--- config.mk ---
export PLATFORM = sky130hd
export DESIGN_NAME = framing_seq_tracker
export DESIGN_NICKNAME = d
export VERILOG_FILES = /design/src/rtl/framing_seq_pkg.sv /design/src/rtl/framing_seq_count.sv /design/src/rtl/framing_seq_ctrl.sv /design/src/rtl/framing_seq_tracker.sv
export SDC_FILE = /design/constraint.sdc
export NUM_CORES = 1
export LEC_CHECK = 0
export ABC_AREA = 1
export CORE_MARGIN = 5
export CORE_UTILIZATION = 40
export CTS_BUF_LIST = sky130_fd_sc_hd__clkbuf_4 sky130_fd_sc_hd__clkbuf_8
export CTS_CLUSTER_SIZE = 40
export DETAILED_ROUTE_END_ITERATION = 8
export PLACE_DENSITY_LB_ADDON = 0.25
export SLEW_MARGIN = 10
export SYNTH_ARGS = -nofsm -noshare
export SYNTH_HDL_FRONTEND = slang
export SYNTH_SLANG_ARGS = --single-unit
export TNS_END_PERCENT = 20
--- constraint.sdc ---
create_clock -name clk -period 1.3 [get_ports clk]
set_clock_uncertainty 0.1 [all_clocks]
set_input_delay 0.26 -clock clk [delete_from_list [all_inputs] [get_ports clk]]
set_output_delay 0.26 -clock clk [all_outputs]
set_load 0.1 [all_outputs]
--- src/rtl/framing_seq_pkg.sv ---
package framing_seq_pkg;

  typedef struct packed {
    logic countEn;
    logic countClr;
  } seqStrobe_t;

  function automatic int unsigned pickDelay(
    input logic hi, input logic wr,
    input int unsigned hiWr, input int unsigned hiRd,
    input int unsigned midWr, input int unsigned midRd);
    if (hi) return wr ? hiWr : hiRd;
    return wr ? midWr : midRd;
  endfunction

endpackage

--- src/rtl/framing_seq_count.sv ---
module framing_seq_count
  import framing_seq_pkg::*;
#(
  parameter int unsigned HI_WR  = 34,
  parameter int unsigned HI_RD  = 6,
  parameter int unsigned MID_WR = 31,
  parameter int unsigned MID_RD = 21,
  localparam int unsigned MAX_A = (HI_WR > HI_RD) ? HI_WR : HI_RD,
  localparam int unsigned MAX_B = (MID_WR > MID_RD) ? MID_WR : MID_RD,
  localparam int unsigned MAX_D = (MAX_A > MAX_B) ? MAX_A : MAX_B,
  localparam int unsigned CNT_W = $clog2(MAX_D + 1)
) (
  input  logic       clk,
  input  logic       rstN,
  input  logic       syncClear,
  input  logic       modeHi,
  input  logic       writeDir,
  input  logic       cellTick,
  input  seqStrobe_t strobes,
  output logic       delayDone
);

  logic [CNT_W-1:0] cellCnt;
  logic [CNT_W-1:0] limitM1;

  always_comb begin
    limitM1 = CNT_W'(pickDelay(modeHi, writeDir, HI_WR, HI_RD, MID_WR, MID_RD) - 1);
  end

  assign delayDone = strobes.countEn && cellTick && (cellCnt == limitM1);

  always_ff @(posedge clk or negedge rstN) begin
    if (!rstN) begin
      cellCnt <= '0;
    end else if (syncClear || strobes.countClr) begin
      cellCnt <= '0;
    end else if (strobes.countEn && cellTick && !delayDone) begin
      cellCnt <= cellCnt + 1'b1;
    end
  end

  // the count never passes the selected limit
  a_r4_count_bound: assert property (@(posedge clk) disable iff (!rstN)
    cellCnt <= CNT_W'(MAX_D));

  // without a tick the count does not move
  a_r5_hold_no_tick: assert property (@(posedge clk) disable iff (!rstN)
    (!cellTick && !syncClear && !strobes.countClr) |=> $stable(cellCnt));

endmodule

--- src/rtl/framing_seq_ctrl.sv ---
module framing_seq_ctrl
  import framing_seq_pkg::*;
(
  input  logic       clk,
  input  logic       rstN,
  input  logic       syncClear,
  input  logic       modeOk,
  input  logic       cycleEn,
  input  logic       phaseStart,
  input  logic       blockSeen,
  input  logic       firstByte,
  input  logic       lastByte,
  input  logic       endClr,
  input  logic       delayDone,
  output seqStrobe_t strobes,
  output logic       phaseOk,
  output logic       preambleSeen,
  output logic       postambleSeen,
  output logic       endOfPost
);

  logic endPrev;
  logic clrPrev;
  logic fired;
  logic endRise;
  logic clrRise;

  assign endRise = endOfPost && !endPrev;
  assign clrRise = endClr && !clrPrev;
  assign strobes.countEn  = postambleSeen && !fired;
  assign strobes.countClr = !postambleSeen;

  always_ff @(posedge clk or negedge rstN) begin
    if (!rstN) begin
      phaseOk       <= 1'b0;
      preambleSeen  <= 1'b0;
      postambleSeen <= 1'b0;
      endOfPost     <= 1'b0;
      endPrev       <= 1'b0;
      clrPrev       <= 1'b0;
      fired         <= 1'b0;
    end else if (syncClear) begin
      phaseOk       <= 1'b0;
      preambleSeen  <= 1'b0;
      postambleSeen <= 1'b0;
      endOfPost     <= 1'b0;
      endPrev       <= 1'b0;
      clrPrev       <= 1'b0;
      fired         <= 1'b0;
    end else begin
      endPrev <= endOfPost;
      clrPrev <= endClr;

      if (!phaseStart || endRise)           phaseOk <= 1'b0;
      else if (blockSeen && modeOk)         phaseOk <= 1'b1;

      if (!phaseOk)                         preambleSeen <= 1'b0;
      else if (firstByte)                   preambleSeen <= 1'b1;

      if (!phaseOk)                         postambleSeen <= 1'b0;
      else if (lastByte)                    postambleSeen <= 1'b1;

      if (!postambleSeen)                   fired <= 1'b0;
      else if (delayDone)                   fired <= 1'b1;

      if (!cycleEn || clrRise)              endOfPost <= 1'b0;
      else if (delayDone)                   endOfPost <= 1'b1;
    end
  end

  // phaseOk only opens on a block report with phase sync running
  a_r1_phase_open: assert property (@(posedge clk) disable iff (!rstN)
    $rose(phaseOk) |-> $past(blockSeen && phaseStart));
  // releasing phase sync closes the window
  a_r2_phase_close: assert property (@(posedge clk) disable iff (!rstN)
    !phaseStart |=> !phaseOk);
  // flags are zero following a closed window
  a_r3_pre_gated: assert property (@(posedge clk) disable iff (!rstN)
    !phaseOk |=> !preambleSeen);
  a_r3_post_gated: assert property (@(posedge clk) disable iff (!rstN)
    !phaseOk |=> !postambleSeen);
  // end-of-postamble only rises behind the postamble flag
  a_r4_end_after_post: assert property (@(posedge clk) disable iff (!rstN)
    $rose(endOfPost) |-> $past(postambleSeen));
  // machine cycle off keeps end-of-postamble low
  a_r7_cycle_gate: assert property (@(posedge clk) disable iff (!rstN)
    !cycleEn |=> !endOfPost);
  // low-density mode never opens the window
  a_r8_low_density: assert property (@(posedge clk) disable iff (!rstN)
    (!modeOk && !phaseOk) |=> !phaseOk);

endmodule

--- src/rtl/framing_seq_tracker.sv ---
module framing_seq_tracker
  import framing_seq_pkg::*;
#(
  parameter int unsigned HI_WR  = 34,
  parameter int unsigned HI_RD  = 6,
  parameter int unsigned MID_WR = 31,
  parameter int unsigned MID_RD = 21
) (
  input  logic clk,
  input  logic rstN,
  input  logic syncClear,
  input  logic modeHi,
  input  logic modeMid,
  input  logic writeDir,
  input  logic cycleEn,
  input  logic phaseStart,
  input  logic blockSeen,
  input  logic firstByte,
  input  logic lastByte,
  input  logic cellTick,
  input  logic endClr,
  output logic phaseOk,
  output logic preambleSeen,
  output logic postambleSeen,
  output logic endOfPost
);

  seqStrobe_t strobes;
  logic       delayDone;
  logic       modeOk;

  assign modeOk = modeHi || modeMid;

  framing_seq_ctrl u_ctrl (
    .clk(clk), .rstN(rstN), .syncClear(syncClear), .modeOk(modeOk),
    .cycleEn(cycleEn), .phaseStart(phaseStart), .blockSeen(blockSeen),
    .firstByte(firstByte), .lastByte(lastByte), .endClr(endClr),
    .delayDone(delayDone), .strobes(strobes), .phaseOk(phaseOk),
    .preambleSeen(preambleSeen), .postambleSeen(postambleSeen),
    .endOfPost(endOfPost)
  );

  framing_seq_count #(
    .HI_WR(HI_WR), .HI_RD(HI_RD), .MID_WR(MID_WR), .MID_RD(MID_RD)
  ) u_count (
    .clk(clk), .rstN(rstN), .syncClear(syncClear), .modeHi(modeHi),
    .writeDir(writeDir), .cellTick(cellTick), .strobes(strobes),
    .delayDone(delayDone)
  );

  // synchronous clear empties every flag
  a_r9_sync_clear: assert property (@(posedge clk) disable iff (!rstN)
    syncClear |=> !(phaseOk || preambleSeen || postambleSeen || endOfPost));

endmodule

=== Word-level counts from Yosys, hierarchy flattened ===
Cells that the tools add are included.

* Bits in read-only memories: 0
* RAM bits: 0
* Memories: 0
* Latch bits: 0
* Register bits after elaboration: 13
* Word-level logic and storage cells: 58
* Bits of input ports: 13
* Output and inout port bits: 4

* Div/mod/pow operators: 0
* Reductions and logical operators: 21
* Mux-type cells: 23
* Multiply operators: 0
* Add/subtract/negate cells: 2
* Equality and inequality tests: 4
* Order comparisons: 0
* Bitwise gates (word level): 0
* Shift-type cells: 0

{| class="wikitable"
|+ Operators by type and width
! kind !! number
|-
| $mux 6 || 5
|-
| $mux 1 || 17
|-
| $logic_and 1x1->1 || 7
|-
| $logic_not 1->1 || 7
|-
| $add 6x1->6 const B || 1
|-
| $eq 6x6->1 || 1
|-
| $ne 3x3->1 const B || 2
|-
| $reduce_bool 3->1 || 2
|-
| $sub 6x1->6 const B || 1
|-
| $logic_or 1x1->1 || 4
|-
| $mux 4 || 1
|-
| $ne 3x2->1 const B || 1
|-
| $reduce_bool 2->1 || 1
|}

=== Longest topological paths before layout ===
* Depth in word-level cells: 10
* Depth in mapped cells: 10
* Mapped depth without buffers: 10

=== Hierarchy ===
Synthesis repeated with hierarchy kept, for this count alone.

* Cells, all modules: 109
* Area, all modules: 769.5 µm²

{| class="wikitable"
|+ By module, submodules not included
! module !! times used !! area each (µm²) !! cells an instance !! sequential area each (µm²)
|-
| framing_seq_count || 1 || 470.5 || 71 || 150.1
|-
| framing_seq_ctrl || 1 || 287.8 || 35 || 175.2
|-
| framing_seq_tracker || 1 || 11.3 || 3 || 0.0
|}

=== Least setup slack after synthesis ===
No wires, ideal clock.

* Path type: reg-to-reg
* Start point: register u_ctrl.postambleSeen
* End point: register u_count.cellCnt[5]
* Buffers on the path: 0
* Data required time: 1.082 ns
* Slack: -0.463 ns
* Cell stages (with the launch flop): 6
* Arrival time: 1.545 ns
* Period minus slack after synthesis: 1.763 ns
* Library setup time: 0.118 ns
* Cell sequence: dfrtp_1 -> nand2_1 -> nor2_4 -> nand2_4 -> nand3_1 -> nand2_1

* Word-level cells in the longest chain between the ends: 6
* Elaborated cells between the ends (all ways): 9
* Those cells by class: 1 x mux; 8 x reduce/logical

{| class="wikitable"
|+ RTL lines
! item !! RTL line !! source
|-
| start: declaration || framing_seq_ctrl.sv:18 || <nowiki>output logic postambleSeen,</nowiki>
|-
| start signal: assignment || framing_seq_ctrl.sv:37 || <nowiki>postambleSeen <= 1'b0;</nowiki>
|-
| start signal: assignment || framing_seq_ctrl.sv:45 || <nowiki>postambleSeen <= 1'b0;</nowiki>
|-
| start signal: assignment || framing_seq_ctrl.sv:60 || <nowiki>if (!phaseOk) postambleSeen <= 1'b0;</nowiki>
|-
| $logic_and 1x1->1 || framing_seq_ctrl.sv:30 || <nowiki>assign strobes.countEn = postambleSeen && !fired;</nowiki>
|-
| $logic_and 1x1->1 || framing_seq_count.sv:30, framing_seq_count.sv:37 ||
|-
| $logic_and 1x1->1 || framing_seq_count.sv:30 || <nowiki>assign delayDone = strobes.countEn && cellTick && (cellCnt == limitM1);</nowiki>
|-
| $logic_not 1->1 || framing_seq_count.sv:37 || <nowiki>end else if (strobes.countEn && cellTick && !delayDone) begin</nowiki>
|-
| $logic_and 1x1->1 || framing_seq_count.sv:37 ||
|-
| $reduce_bool 2->1 (no source line) || n/a ||
|-
| end signal: assignment || framing_seq_count.sv:38 || <nowiki>cellCnt <= cellCnt + 1'b1;</nowiki>
|-
| end: declaration || framing_seq_count.sv:23 || <nowiki>logic [CNT_W-1:0] cellCnt;</nowiki>
|}

Several ways; a longest one is shown, not always the timed one.
A chain may end at the register's enable or synchronous reset.

=== Worst setup path after layout ===
* Start point: register u_ctrl.postambleSeen
* End point: output postambleSeen

{| class="wikitable"
|+ RTL lines
! item !! RTL line !! source
|-
| end: declaration || framing_seq_tracker.sv:24 || <nowiki>output logic postambleSeen,</nowiki>
|}

No word-level cell between the ends.

==> results.md <==
* CP peak stage delay at 510 ps
* Post-route DRC violation count at 0
* CTS Buffer Depth at 2
* Sequential-to-total area share from yosys stat at 0.435
* Via count at 728
* Number of global-route vias before repair at 721
* Post-DP HPWL at 1.35 mm
* Crit-path cells: buf_12
* Measured slew at the worst slew-check pin at 198 ps
* Antenna Cells at 0
* Failing checks: setup timing
* Share of cells above drive strength 1 at 0.292
* Post-Syn Area at 748 µm²
* Root buf cell: clkbuf_4
* Worst endpoint required time at 940 ps
* Post-Synthesis Cells at 100
* Vias/cell at 4.70
* Seq pwr share at 0.537
* RSZ-0062 raised after global routing: true
* Worst Path Arrival at 970 ps
* # port buffers at 16
* Die Y at 53.3 µm
* Routed wire length at 1.72 mm
* Gpl congestion at 0.874
* Worst-path cell with the longest stage delay: dfrtp_4
* Most frequent cells in the layout: nand2_1, inv_1, clkdlybuf4s50_1
* Slew Limit Fails at 0
* Initial cell density of the core at 0.429
* Area Growth Syn to Fin at 49.2%
* Setup ws final at -34.3 ps
* Global route overflow at 0
* Synthesized flop and latch total at 13
* Power per standard cell area at 688 nW/µm²
* Sink Count at 13
* Delay-heaviest family, CP: flip-flops
* Final non-filler cell total at 155
* Distinct cells, synth at 17
* FP Rows at 15
* Post-CTS Hold Fix Bufs at 0
* DR iter-0 viols at 16
* DR WL/cell at 11.1 µm
* Setup TNS at -153 ps
* Final Net Count at 145
* Number of buffers and inverters on the critical path at 1
* Endpoints failing setup at 7
* Comb pwr share at 0.132
* Worst skew pair latency at 280 ps
* CTS H-tree depth at 1
* Most common cell after layout, fill and taps aside: nand2_1
* Die W at 53.3 µm
* YS warnings at 0
* Nature of the critical path endpoint: primary output
* Max transition margin at 0.868
* Min-delay worst type: in2async
* Fill count at 165
* CP Class: reg2out
* Outcome: finished, violations left
* Tmin final at 1330 ps
* Tot Pwr at 768 µW
* Antenna Nets Post-Route at 0
* Worst hold slack at 169 ps
* Sw Share at 0.250
* Fmax achieved at 0.749 GHz
* P_int at 576 µW
* Static Leakage at 0.000547 µW
* IO Pins at 17
* Antenna violations before repair at 0
* Largest net degree at the start of global routing at 14
* CP Max Fanout at 4
* CTS tree: built
* Clock-pin slew on the worst setup and hold paths at 90 ps
* Placed Cells at 150
* Global-route wire length before repair at 3.02 mm
* Core Area at 1750 µm²
* Max_cap viols at 0
* P_sw at 192 µW
* CTS Buf Count at 3
* DRT Pass-1 Iters at 4
* Final hold violation count at 0
* CP Launch Type: flop
* Clock network fraction of total power at 0.331
* Total track usage at 0.149
* Avg Cell Area, Syn at 7.48 µm²
* Die area at 2840 µm²
* Fin crit share at 1.03
* Worst IR Drop VDD at 672 µV
* Syn_nets at 114
## Yosys cell counts (all sizes together)
library cell,count,area share
o21ai,3,0.020
a21oi,2,0.013
ha,1,0.017
a21boi,1,0.010
buf,1,0.0067
o211ai,2,0.020
xor2,2,0.023
nand2,32,0.18
dfrtp,13,0.43
nand3,9,0.060
inv,17,0.085
nand4,6,0.050
nor2,11,0.075
## per-stage QoR
step / area, µm² / setup WS [ps] / util
6_report: 1120 / -34.3 / 0.639
5_1_grt: 1120 / -107 / 0.639
4_1_cts: 1090 / -46.5 / 0.627
3_5_place_dp: 1060 / -313 / 0.606
3_3_place_gp: 1060 / -274 / 0.606
2_1_floorplan: 759 / -34.2 / -
## power by group through the flow
stage               registers (µW)  clock network (µW)  logic (µW)
floorplan                      437                   0        18.4
global placement               420                   0         101
detailed placement             421                   0         102
CTS                            413                 264         103
global route                   414                 287         110
finish                         413                 254         101
## registers in the layout, summed over array words and instances, names as in the netlist
register and count:
u_ctrl.preambleSeen 1, u_ctrl.endOfPost 1, u_ctrl.endPrev 1, u_ctrl.fired 1
u_ctrl.phaseOk 1, u_count.cellCnt 6, u_ctrl.postambleSeen 1, u_ctrl.clrPrev 1
## area by class of cell
class / instances / area [µm²] / area share
multi-input cells: 69 / 377 / 0.337
flip-flops and latches: 13 / 334 / 0.299
repair buffers: 27 / 283 / 0.253
inverters: 17 / 63.8 / 0.0572
well taps: 25 / 31.3 / 0.0280
clock buffers: 3 / 22.5 / 0.0202
clock inverters: 1 / 5.00 / 0.00448
## logic make-up after synthesis
group,after synthesis,share of synthesized area
simple gates,58,0.370
buf+inv,18,0.0920
flops,13,0.435
compound gates,8,0.0635
xor+xnor,2,0.0234
fa+ha+maj,1,0.0167
## worst paths after layout
check / from / depth (start not counted) / to / slack [ps]
hold / removal: rstN / 2 / u_ctrl.preambleSeen / 170
setup / recovery: u_ctrl.postambleSeen / 1 / postambleSeen / -30
min in group clk: endClr / 3 / u_ctrl.clrPrev / 420
hold reg to reg: u_ctrl.endPrev / 2 / u_ctrl.phaseOk / 460
max in group asynchronous: rstN / 2 / u_ctrl.postambleSeen / 750
setup reg to reg: u_count.cellCnt[0] / 9 / u_count.cellCnt[0] / -30
## timing repair
item                                    CTS  global route
endpoints found under the hold margin     0             0
resized for setup                         5             4
setup buffers                             0             1
endpoints found under the setup margin    9             9
## metal layers
metal | up-vias | routed length, µm | GRT usage
li1 | 378 | - | -
met1 | 332 | 726 | 0.176
met2 | 14 | 865 | 0.247
met3 | 4 | 86 | 0.0282
met4 | 0 | 38 | 0.0894
met5 | - | 0 | 0
No activity file was read; power rests on OpenSTA's default activity.
